### src/rtl/dmaarb_pkg.sv
// Shared types for the DMA request arbiter.
package dmaarb_pkg;
    // Kind of bus owner held by the ownership state machine.
    typedef enum logic {
        OWN_CPU = 1'b0,
        OWN_DMA = 1'b1
    } own_kind_e;
endpackage

### src/rtl/dmaarb_edge_flag.sv
// Per-channel request flag.
// Samples the pin once per clock. A selected edge sets the flag, and a
// start pulse clears it. An edge arriving with the start pulse wins, so a
// fresh request is not lost.
// Assumes: the pin is already synchronous to clk_i; during reset the pin
// level is captured so that no edge is seen on leaving reset.
module dmaarb_edge_flag (
    input  logic clk_i,
    input  logic rst_ni,
    input  logic pin_i,
    input  logic rise_sel_i,
    input  logic start_i,
    output logic flag_o
);
    logic prev_q;
    logic flag_q;
    logic edge_hit;

    // Selected-edge detection against last sampled level.
    always_comb begin
        if (rise_sel_i) edge_hit = pin_i & ~prev_q;
        else            edge_hit = ~pin_i & prev_q;
    end

    // Pin history register.
    always_ff @(posedge clk_i) begin
        prev_q <= pin_i;
    end

    // Pending flag: set by edge, cleared at transfer start.
    always_ff @(posedge clk_i) begin
        if (!rst_ni) flag_q <= 1'b0;
        else         flag_q <= (flag_q & ~start_i) | edge_hit;
    end

    assign flag_o = flag_q;
endmodule

### src/rtl/dmaarb_pick.sv
// Fixed-priority picker: the lowest index among the eligible channels wins.
// Assumes: nothing; purely combinational.
module dmaarb_pick #(
    parameter int NCH = 2,
    localparam int IW = (NCH > 1) ? $clog2(NCH) : 1
) (
    input  logic [NCH-1:0] elig_i,
    output logic           any_o,
    output logic [IW-1:0]  idx_o,
    output logic [NCH-1:0] onehot_o
);
    // Scan from the top so the lowest set bit is written last.
    always_comb begin
        idx_o = '0;
        for (int i = NCH - 1; i >= 0; i--) begin
            if (elig_i[i]) idx_o = i[IW-1:0];
        end
    end

    assign onehot_o = elig_i & (~elig_i + 1'b1);
    assign any_o    = |elig_i;
endmodule

### src/rtl/dmaarb_owner_fsm.sv
// Bus-ownership state machine.
// The CPU owns the bus by default. A winning channel is started at the next
// edge. The bus returns to the CPU when the owner signals done, and the CPU
// must finish one access before any further channel start.
// Assumes: done strobes from non-owners may arrive and are ignored.
module dmaarb_owner_fsm
    import dmaarb_pkg::*;
#(
    parameter int NCH = 2,
    localparam int IW = (NCH > 1) ? $clog2(NCH) : 1
) (
    input  logic           clk_i,
    input  logic           rst_ni,
    input  logic           any_i,
    input  logic [IW-1:0]  idx_i,
    input  logic [NCH-1:0] onehot_i,
    input  logic           cpu_done_i,
    input  logic [NCH-1:0] xfer_done_i,
    output logic [NCH-1:0] start_o,
    output logic           grant_cpu_o,
    output logic [NCH-1:0] grant_dma_o
);
    own_kind_e      kind_q, kind_d;
    logic [IW-1:0]  idx_q, idx_d;
    logic           owed_q, owed_d;
    logic           cpu_free;

    // CPU is free to yield once it owes nothing or completes its access now.
    assign cpu_free = !owed_q || cpu_done_i;

    // Next-owner decision and transfer-start pulse.
    always_comb begin
        kind_d  = kind_q;
        idx_d   = idx_q;
        owed_d  = owed_q;
        start_o = '0;
        if (kind_q == OWN_CPU) begin
            if (cpu_done_i) owed_d = 1'b0;
            if (any_i && cpu_free) begin
                kind_d  = OWN_DMA;
                idx_d   = idx_i;
                start_o = onehot_i;
            end
        end else begin
            if (xfer_done_i[idx_q]) begin
                kind_d = OWN_CPU;
                owed_d = 1'b1;
            end
        end
    end

    // Ownership registers.
    always_ff @(posedge clk_i) begin
        if (!rst_ni) begin
            kind_q <= OWN_CPU;
            idx_q  <= '0;
            owed_q <= 1'b0;
        end else begin
            kind_q <= kind_d;
            idx_q  <= idx_d;
            owed_q <= owed_d;
        end
    end

    // Decode owner into one-hot grant lines.
    always_comb begin
        grant_cpu_o = (kind_q == OWN_CPU);
        for (int i = 0; i < NCH; i++) begin
            grant_dma_o[i] = (kind_q == OWN_DMA) && (idx_q == i[IW-1:0]);
        end
    end
endmodule

### src/rtl/dma_req_arbiter.sv
// Top of the DMA request arbiter.
// Builds one edge flag per channel, a priority picker over the pending and
// enabled channels, and the ownership state machine.
// Assumes: all inputs are synchronous to clk_i.
module dma_req_arbiter #(
    parameter int NCH = 2,
    localparam int IW = (NCH > 1) ? $clog2(NCH) : 1
) (
    input  logic           clk_i,
    input  logic           rst_ni,
    input  logic [NCH-1:0] req_pin_i,
    input  logic [NCH-1:0] ch_en_i,
    input  logic [NCH-1:0] rise_sel_i,
    input  logic           cpu_done_i,
    input  logic [NCH-1:0] xfer_done_i,
    output logic           grant_cpu_o,
    output logic [NCH-1:0] grant_dma_o,
    output logic [NCH-1:0] req_pend_o
);
    logic [NCH-1:0] start;
    logic [NCH-1:0] elig;
    logic [NCH-1:0] pick_oh;
    logic [IW-1:0]  pick_idx;
    logic           pick_any;

    // One request flag per channel.
    for (genvar g = 0; g < NCH; g++) begin : g_flag
        dmaarb_edge_flag flag_i (
            .clk_i      (clk_i),
            .rst_ni     (rst_ni),
            .pin_i      (req_pin_i[g]),
            .rise_sel_i (rise_sel_i[g]),
            .start_i    (start[g]),
            .flag_o     (req_pend_o[g])
        );
    end

    assign elig = req_pend_o & ch_en_i;

    dmaarb_pick #(.NCH(NCH)) pick_i (
        .elig_i   (elig),
        .any_o    (pick_any),
        .idx_o    (pick_idx),
        .onehot_o (pick_oh)
    );

    dmaarb_owner_fsm #(.NCH(NCH)) fsm_i (
        .clk_i       (clk_i),
        .rst_ni      (rst_ni),
        .any_i       (pick_any),
        .idx_i       (pick_idx),
        .onehot_i    (pick_oh),
        .cpu_done_i  (cpu_done_i),
        .xfer_done_i (xfer_done_i),
        .start_o     (start),
        .grant_cpu_o (grant_cpu_o),
        .grant_dma_o (grant_dma_o)
    );
endmodule

### config.mk
export PLATFORM = sky130hd
export DESIGN_NAME = dma_req_arbiter
export DESIGN_NICKNAME = d
export VERILOG_FILES = /design/src/rtl/dmaarb_pkg.sv /design/src/rtl/dmaarb_edge_flag.sv /design/src/rtl/dmaarb_pick.sv /design/src/rtl/dmaarb_owner_fsm.sv /design/src/rtl/dma_req_arbiter.sv
export SDC_FILE = /design/constraint.sdc
export NUM_CORES = 1
export LEC_CHECK = 0
export BUFFER_PORTS_ARGS = -buffer_cell sky130_fd_sc_hd__buf_2
export CAP_MARGIN = 25
export CORE_AREA = 3 3 40 42
export CTS_CLUSTER_DIAMETER = 80
export DETAILED_ROUTE_END_ITERATION = 16
export DIE_AREA = 0 0 43 45
export GPL_TIMING_DRIVEN = 1
export SETUP_SLACK_MARGIN = 0.15
export SLEW_MARGIN = 10
export SYNTH_ARGS = -nofsm -noshare
export SYNTH_HDL_FRONTEND = slang
export SYNTH_SLANG_ARGS = --single-unit
### constraint.sdc
create_clock -name clk_i -period 1.25 [get_ports clk_i]
set_clock_uncertainty 0.15 [all_clocks]
set_input_delay 0.375 -clock clk_i [delete_from_list [all_inputs] [get_ports clk_i]]
set_output_delay 0.375 -clock clk_i [all_outputs]
set_load 0.01 [all_outputs]
==> results of run 1 <==
==> final cells by class <==
cell class                      instances  area share
Multi-Input combinational cell         24       0.352
Clock buffer                            4      0.0493
Timing Repair Buffer                   21       0.272
Inverter                                2      0.0141
Sequential cell                         7       0.277
Tap cell                               15      0.0352
==> cell families after synthesis <==
logic type | count (synthesis) | synth area share
AO/OA/AOI/OAI | 10 | 0.234
buffers and inverters | 4 | 0.0679
flip-flops | 7 | 0.423
multiplexers | 1 | 0.0453
AND/OR/NAND/NOR | 13 | 0.230
==> registers in the layout, summed over array words and instances (netlist names) <==
name and count:
g_flag.flag_i.prev_q 2, fsm_i.owed_q 1, g_flag.flag_i.flag_o 2, fsm_i.kind_q 1, fsm_i.idx_q 1
==> worst register-to-register path: cells and delay by family, from the launching register on <==
| family | cells | cell delay [ns] |
|---|---|---|
| AO/OA/AOI/OAI | 1 | 0.20 |
| multiplexers | 1 | 0.29 |
| flip-flops | 1 | 0.35 |
| buffers and inverters | 1 | 0.13 |
==> where the power goes <==
part           internal, mW  switching, mW
logic                0.0639         0.0438
clock network         0.122         0.0797
registers             0.237        0.00917
total                 0.422          0.133
==> layer usage <==
metal | up-vias | track usage | routed length [um]
li1 | 170 | - | -
met1 | 143 | 0.0949 | 317
met2 | 8 | 0.132 | 442
met3 | 0 | 0.0677 | 59
met4 | 0 | 0.0361 | 0
met5 | - | 0 | 0
==> per-stage QoR <==
step	TNS, ns	cell area, um2	setup slack, ns
2_1_floorplan	0	337	0.147
5_1_grt	-0.392	533	-0.183
6_report	-0.285	533	-0.143
3_3_place_gp	0	423	0.0335
4_1_cts	-0.285	504	-0.136
3_5_place_dp	0	423	0.0148
==> timing repair <==
action / 4_1_cts / 5_1_grt
gates cloned: 0 / 0
endpoints found under the setup margin: 8 / 9
pin swaps: 5 / 3
gates resized for setup: 8 / 3
buffers inserted: 3 / 2
==> placed cells by master (no fill, tap or decap) <==
cell type,synthesis,layout
nor3_1,1,1
dfxtp_1,7,3
buf_4,2,6
and2_4,0,1
o31ai_2,0,1
inv_2,1,1
mux2_4,1,1
dfxtp_2,0,3
nand2_2,0,1
nand2_1,4,3
o221a_1,1,1
a21oi_1,1,1
a211oi_1,1,1
o2bb2ai_1,1,1
inv_1,1,1
dfxtp_4,0,1
a21boi_1,1,1
nor2_2,0,1
buf_2,0,11
clkbuf_4,0,3
nor2b_4,1,1
o31a_1,1,1
nor4bb_2,0,1
o22ai_1,1,1
nor2_1,3,2
buf_6,0,4
o21a_1,2,2
and3b_1,1,1
nand2b_1,1,1
clkbuf_1,0,1
==> how the worst max path moves through the flow <==
stage                                              end  cells past startpoint
floorplan                               grant_dma_o[0]                      2
global placement    g_flag[1].flag_i.flag_o$_SDFF_PN0_                      4
detailed placement  g_flag[1].flag_i.flag_o$_SDFF_PN0_                      4
CTS                                     grant_dma_o[1]                      2
global route                            grant_dma_o[0]                      3
finish                                  grant_dma_o[0]                      3
==> reports/metrics.cfg, run 1 <==
[pwr]
powerDensity_mw_per_mm2 = 1040
power.leakage_nw = 0.245
total_power_mw = 0.555
ir_worst_vdd_uv = 378

[critical_path]
cp.required_ns = 0.73
crit_start = fsm_i.kind_q$_SDFF_PN0_
worstRegToRegCells = 3
crit_family = flip-flops
crit_path_max_fanout = 3
r2r_setup_slack_ns = 0.02
crit_buf_inv = 2
timing.rr.end = fsm_i.owed_q$_SDFFE_PN0P_
worstReg2RegStart = fsm_i.idx_q$_SDFFE_PN0P_
cp-start-kind = flop
cp-end-kind = output port
crit_path_top_delay_cell = dfxtp_2
worst-setup-path-type = reg2out
arrival_ns = 0.87
path_cells = inv_2, nor2_2, buf_2
slowest_delay_ns = 0.34

[clock_tree]
cts_sinks = 7
cts_buffer_depth = 2
cts_tree = yes
h-tree-depth = 1
holdBufCountCts = 0
clk_latency_ns = 0.25
cts_buffers = 3
cts-root-buf = clkbuf_4
clkSlewWorstSetupHoldPaths_ns = 0.05

[sta]
tightest_slew_ns = 0.213
fmax_ghz = 0.718
setup_viol = 3
hold_viol = 0
finalHoldWorstSlack_ns = 0.101
finalCritPeriodShare = 1.11
rsz0062_at_grt = yes
maxSlewHeadroom = 0.856
min_period_ns = 1.39
setup_slack_ns = -0.143
slew_viol_final = 0

[placed_design]
port_buffers = 15
globalplace.congestion = 0.655
placed_cells = 64

[finish]
nFillCells = 130
register_area_um2 = 148
layout.nets = 70
utilization = 0.415
fin_cells = 73
diodes = 0
syn_to_final_growth_pct = 60.8
multi_input_area_um2 = 188
final_layout_size_suffix_gt1_frac = 0.621

[min_path]
hp-class = in2reg
hold_depth = 1
hold_end = g_flag[0].flag_i.prev_q$_DFF_P_
hp-start = req_pin_i[0]

[synthesis]
yosysSeqAreaShare = 0.423
syn_nets = 46
yosysWarnings = 0
synth.avg_cell_area_um2 = 9.47
yosysTopAreaCell = dfxtp_1
yosys-top-cells-count = dfxtp_1 (7), nand2_1 (4), nor2_1 (3)
async_flop_share = 0
synth_top_flop_cell = dfxtp_1
ys_seq_elements = 7
syn-cell-area_um2 = 332
synth.area.top_cells = dfxtp_1 (42%), buf_4 (4.5%), mux2_4 (4.5%), nand2_1 (4.5%), o21a_1 (4.5%)
synth_edf_count = 0
synth.most_common_cell = dfxtp_1
synth_top_area_frac = 0.423
synth_cell_type_count = 22
synthCells = 35

[global_routing]
grt_max_degree = 7
antenna_found_initial = 0
grt_pass1_wl_um = 1210
grt_pass1_vias = 308
grt-ovfl-total = 0
track_usage = 0.0886

[run_status]
violations = setup timing
status = finished with violations

[routing]
drtIter0Drc = 3
drc = 0
routed_wl_um = 820
first_pass_iters = 2
drt-wirelength-per-cell_um = 11.2
postRouteAntennaNets = 0
vias = 321
vias_per_cell = 4.40

[floorplanning]
initial_utilization = 0.258
die-area_mm2 = 0.00194
die_y_um = 45
placementRows = 13
coreArea_mm2 = 0.00128
io-pin-count = 16
die_width_um = 43

[flow_run]
drv_cap = 0

No activity file was read; power rests on OpenSTA's default activity.
==> inputs of run 2 (changes only) <==
==> constraint.sdc (replaced) <==
create_clock -name clk_i -period 1.25 [get_ports clk_i]
set_clock_uncertainty 0.15 [all_clocks]
set_input_delay 0.0625 -clock clk_i [delete_from_list [all_inputs] [get_ports clk_i]]
set_output_delay 0.0625 -clock clk_i [all_outputs]
set_load 0.01 [all_outputs]
==> run 2 against run 1 <==
Effect of this change:
- the run ends with hold timing left
- critical path depth shrank 1
- first-iteration DRC count grew to 2.7 times the previous value
- worst hold slack lost 0.10 ns
- sequential power hardly changed
- total power down 1.3%
- sequential share of layout area increased by 1.3 points
- wire length decreased by 5.2%
- flip-flop and latch count did not move
- via count increased by 4.0%
==> reports/metrics.cfg, run 2 (synthesized netlist as in run 1, its figures left out) <==
[routing]
met1_length_um = 303  ; was 317 um
first_pass_iters = 4  ; was 2
postRouteAntennaNets = 0  ; unchanged
drtIter0Drc = 8  ; was 3
drt-wirelength-per-cell_um = 10.8  ; was 11.2 um
drc = 0  ; unchanged
vias_per_cell = 4.64  ; was 4.40
vias = 334  ; was 321
routed_wl_um = 777  ; was 820 um
route.top_layer_used = met4  ; was met3
routed-wl-met3_um = 49  ; was 59 um
routed-wl-met2_um = 398  ; was 442 um

[finish]
final_layout_size_suffix_gt1_frac = 0.491  ; was 0.621
layout_common_cells = buf_2 (15), dfxtp_1 (4)  ; was buf_2 (11), buf_4 (6), buf_6 (4)
syn_to_final_growth_pct = 52.5  ; was 60.8%
diodes = 0  ; unchanged
nFillCells = 133  ; was 130
layout.nets = 69  ; was 70
final_common_cell = buf_2  ; unchanged

[floorplanning]
coreArea_mm2 = 0.00128  ; unchanged
die-area_mm2 = 0.00194  ; unchanged
initial_utilization = 0.258  ; unchanged
placementRows = 13  ; unchanged
io-pin-count = 16  ; unchanged
die_y_um = 45  ; unchanged
die_width_um = 43  ; unchanged

[global_routing]
grt_pass1_wl_um = 1250  ; was 1210 um
grt_max_degree = 9  ; was 7
track_usage = 0.0909  ; was 0.0886
grt_pass1_vias = 305  ; was 308
grt-ovfl-total = 0  ; unchanged
antenna_found_initial = 0  ; unchanged

[critical_path]
slowest_delay_ns = 0.35  ; was 0.34 ns
arrival_ns = 1.11  ; was 0.87 ns
cp.required_ns = 1.25  ; was 0.73 ns
crit_family = flip-flops  ; unchanged
cp-end-kind = flop  ; was output port
path_cells = mux2_4, o221a_1  ; was inv_2, nor2_2, buf_2
worst-setup-path-type = reg2reg  ; was reg2out
cp-start-kind = flop  ; unchanged
crit_path_top_delay_cell = dfxtp_2  ; unchanged
crit_path_max_fanout = 4  ; was 3
crit_buf_inv = 0  ; was 2

[placed_design]
port_buffers = 15  ; unchanged
globalplace.congestion = 0.697  ; was 0.655
hpwl_um = 530

[sta]
rsz0062_at_grt = yes  ; unchanged
tns_ns = 0  ; was -0.285 ns
slew_viol_final = 0  ; unchanged
maxSlewHeadroom = 0.855  ; was 0.856
setup_viol = 0  ; was 3
fmax_ghz = 0.901  ; was 0.718 GHz
min_period_ns = 1.11  ; was 1.39 ns
finalCritPeriodShare = 0.888  ; was 1.11
hold_viol = 1  ; was 0
finalHoldWorstSlack_ns = -0.00199  ; was 0.101 ns
tightest_slew_ns = 0.216  ; was 0.213 ns

[run_status]
status = finished with violations  ; unchanged
violations = hold timing  ; was setup timing

[pwr]
switchingPower_mw = 0.137  ; was 0.133 mW
p_sw_frac = 0.249  ; was 0.239
power.share.clock = 0.386  ; was 0.363
combPwrFrac = 0.162  ; was 0.194
p_int_mw = 0.411  ; was 0.422 mW
power.leakage_nw = 0.241  ; was 0.245 nW
sequentialPowerShare = 0.452  ; was 0.443
ir_worst_vdd_uv = 535  ; was 378 uV
total_power_mw = 0.548  ; was 0.555 mW
powerDensity_mw_per_mm2 = 1080  ; was 1040 mW/mm2

[clock_tree]
h-tree-depth = 1  ; unchanged
cts-root-buf = clkbuf_4  ; unchanged
cts_tree = yes  ; unchanged
cts_sinks = 7  ; unchanged
cts_buffer_depth = 2  ; unchanged
clk_latency_ns = 0.25  ; about the same
cts_buffers = 3  ; unchanged
clkSlewWorstSetupHoldPaths_ns = 0.05  ; about the same

[flow_run]
drv_cap = 0  ; unchanged

[min_path]
hp-class = in2reg  ; unchanged

==> run 2: changes by cell type in the layout (fill, tap and decap cells not counted), sizes merged <==
cell,change
buf,-5
dlygate4sd3,+3
dlymetal6s4s,+1
==> run 2: metal layers <==
metal / vias up / global-route usage
met5: - / 0
met4: 0 / 0.0723
met3: 4 / 0.0398
met2: 10 / 0.135
met1: 152 / 0.102
li1: 168 / -
==> run 2: worst paths after layout <==
kind              cells after the start                            endpoint  slack, ns                          startpoint
setup / recovery                      2           fsm_i.owed_q$_SDFFE_PN0P_       0.14            fsm_i.idx_q$_SDFFE_PN0P_
hold / removal                        3  g_flag[1].flag_i.flag_o$_SDFF_PN0_     -0.002                       rise_sel_i[1]
setup reg to reg                      2           fsm_i.owed_q$_SDFFE_PN0P_       0.14            fsm_i.idx_q$_SDFFE_PN0P_
hold reg to reg                       2  g_flag[0].flag_i.flag_o$_SDFF_PN0_       0.33  g_flag[0].flag_i.flag_o$_SDFF_PN0_
==> run 2: power by group through the flow <==
stage                     Combinational, mW  Sequential [mW]  Clock [mW]
after floorplan                      0.0443            0.250           0
after global placement               0.0697            0.252           0
after detailed placement             0.0707            0.253           0
after CTS                            0.0782            0.247       0.214
after global routing                 0.0997            0.250       0.231
final                                0.0889            0.248       0.212
==> run 2: area by class of cell <==
type                       instances  area, um2  share of cell area
multi-input combinational         24        181               0.359
tap                               15       18.8              0.0371
inverter                           2       7.51              0.0149
timing repair buffer              20        125               0.248
sequential                         7        146               0.290
clock buffer                       4       26.3              0.0520
==> run 2: metrics by stage <==
step	util	instances	area [um2]	hold WS [ns]	setup slack (ns)
after detailed placement	0.320	63	412	0.0432	0.144
after global routing	0.393	72	505	0.0433	0.100
after CTS	0.367	70	472	0.00217	0.137
after floorplan	-	35	333	-0.0598	0.166
after global placement	0.320	63	412	0.0404	0.158
final	0.393	72	505	-0.00199	0.140
==> run 2: what timing repair did <==
| action | 4_1_cts | 5_1_grt |
|---|---|---|
| setup buffers | 0 | 1 |
| endpoints found under the hold margin | 6 | 1 |
| gates resized for setup | 2 | 5 |
| hold buffers | 3 | 1 |
| endpoints found under the setup margin | 5 | 7 |
| pin swaps | 3 | 3 |
==> run 2: worst reg2reg max path: cells and delay by family, from the launching register on <==
| family | cells | cell delay (ns) |
|---|---|---|
| flops | 1 | 0.35 |
| compound gates | 1 | 0.20 |
| mux | 1 | 0.31 |
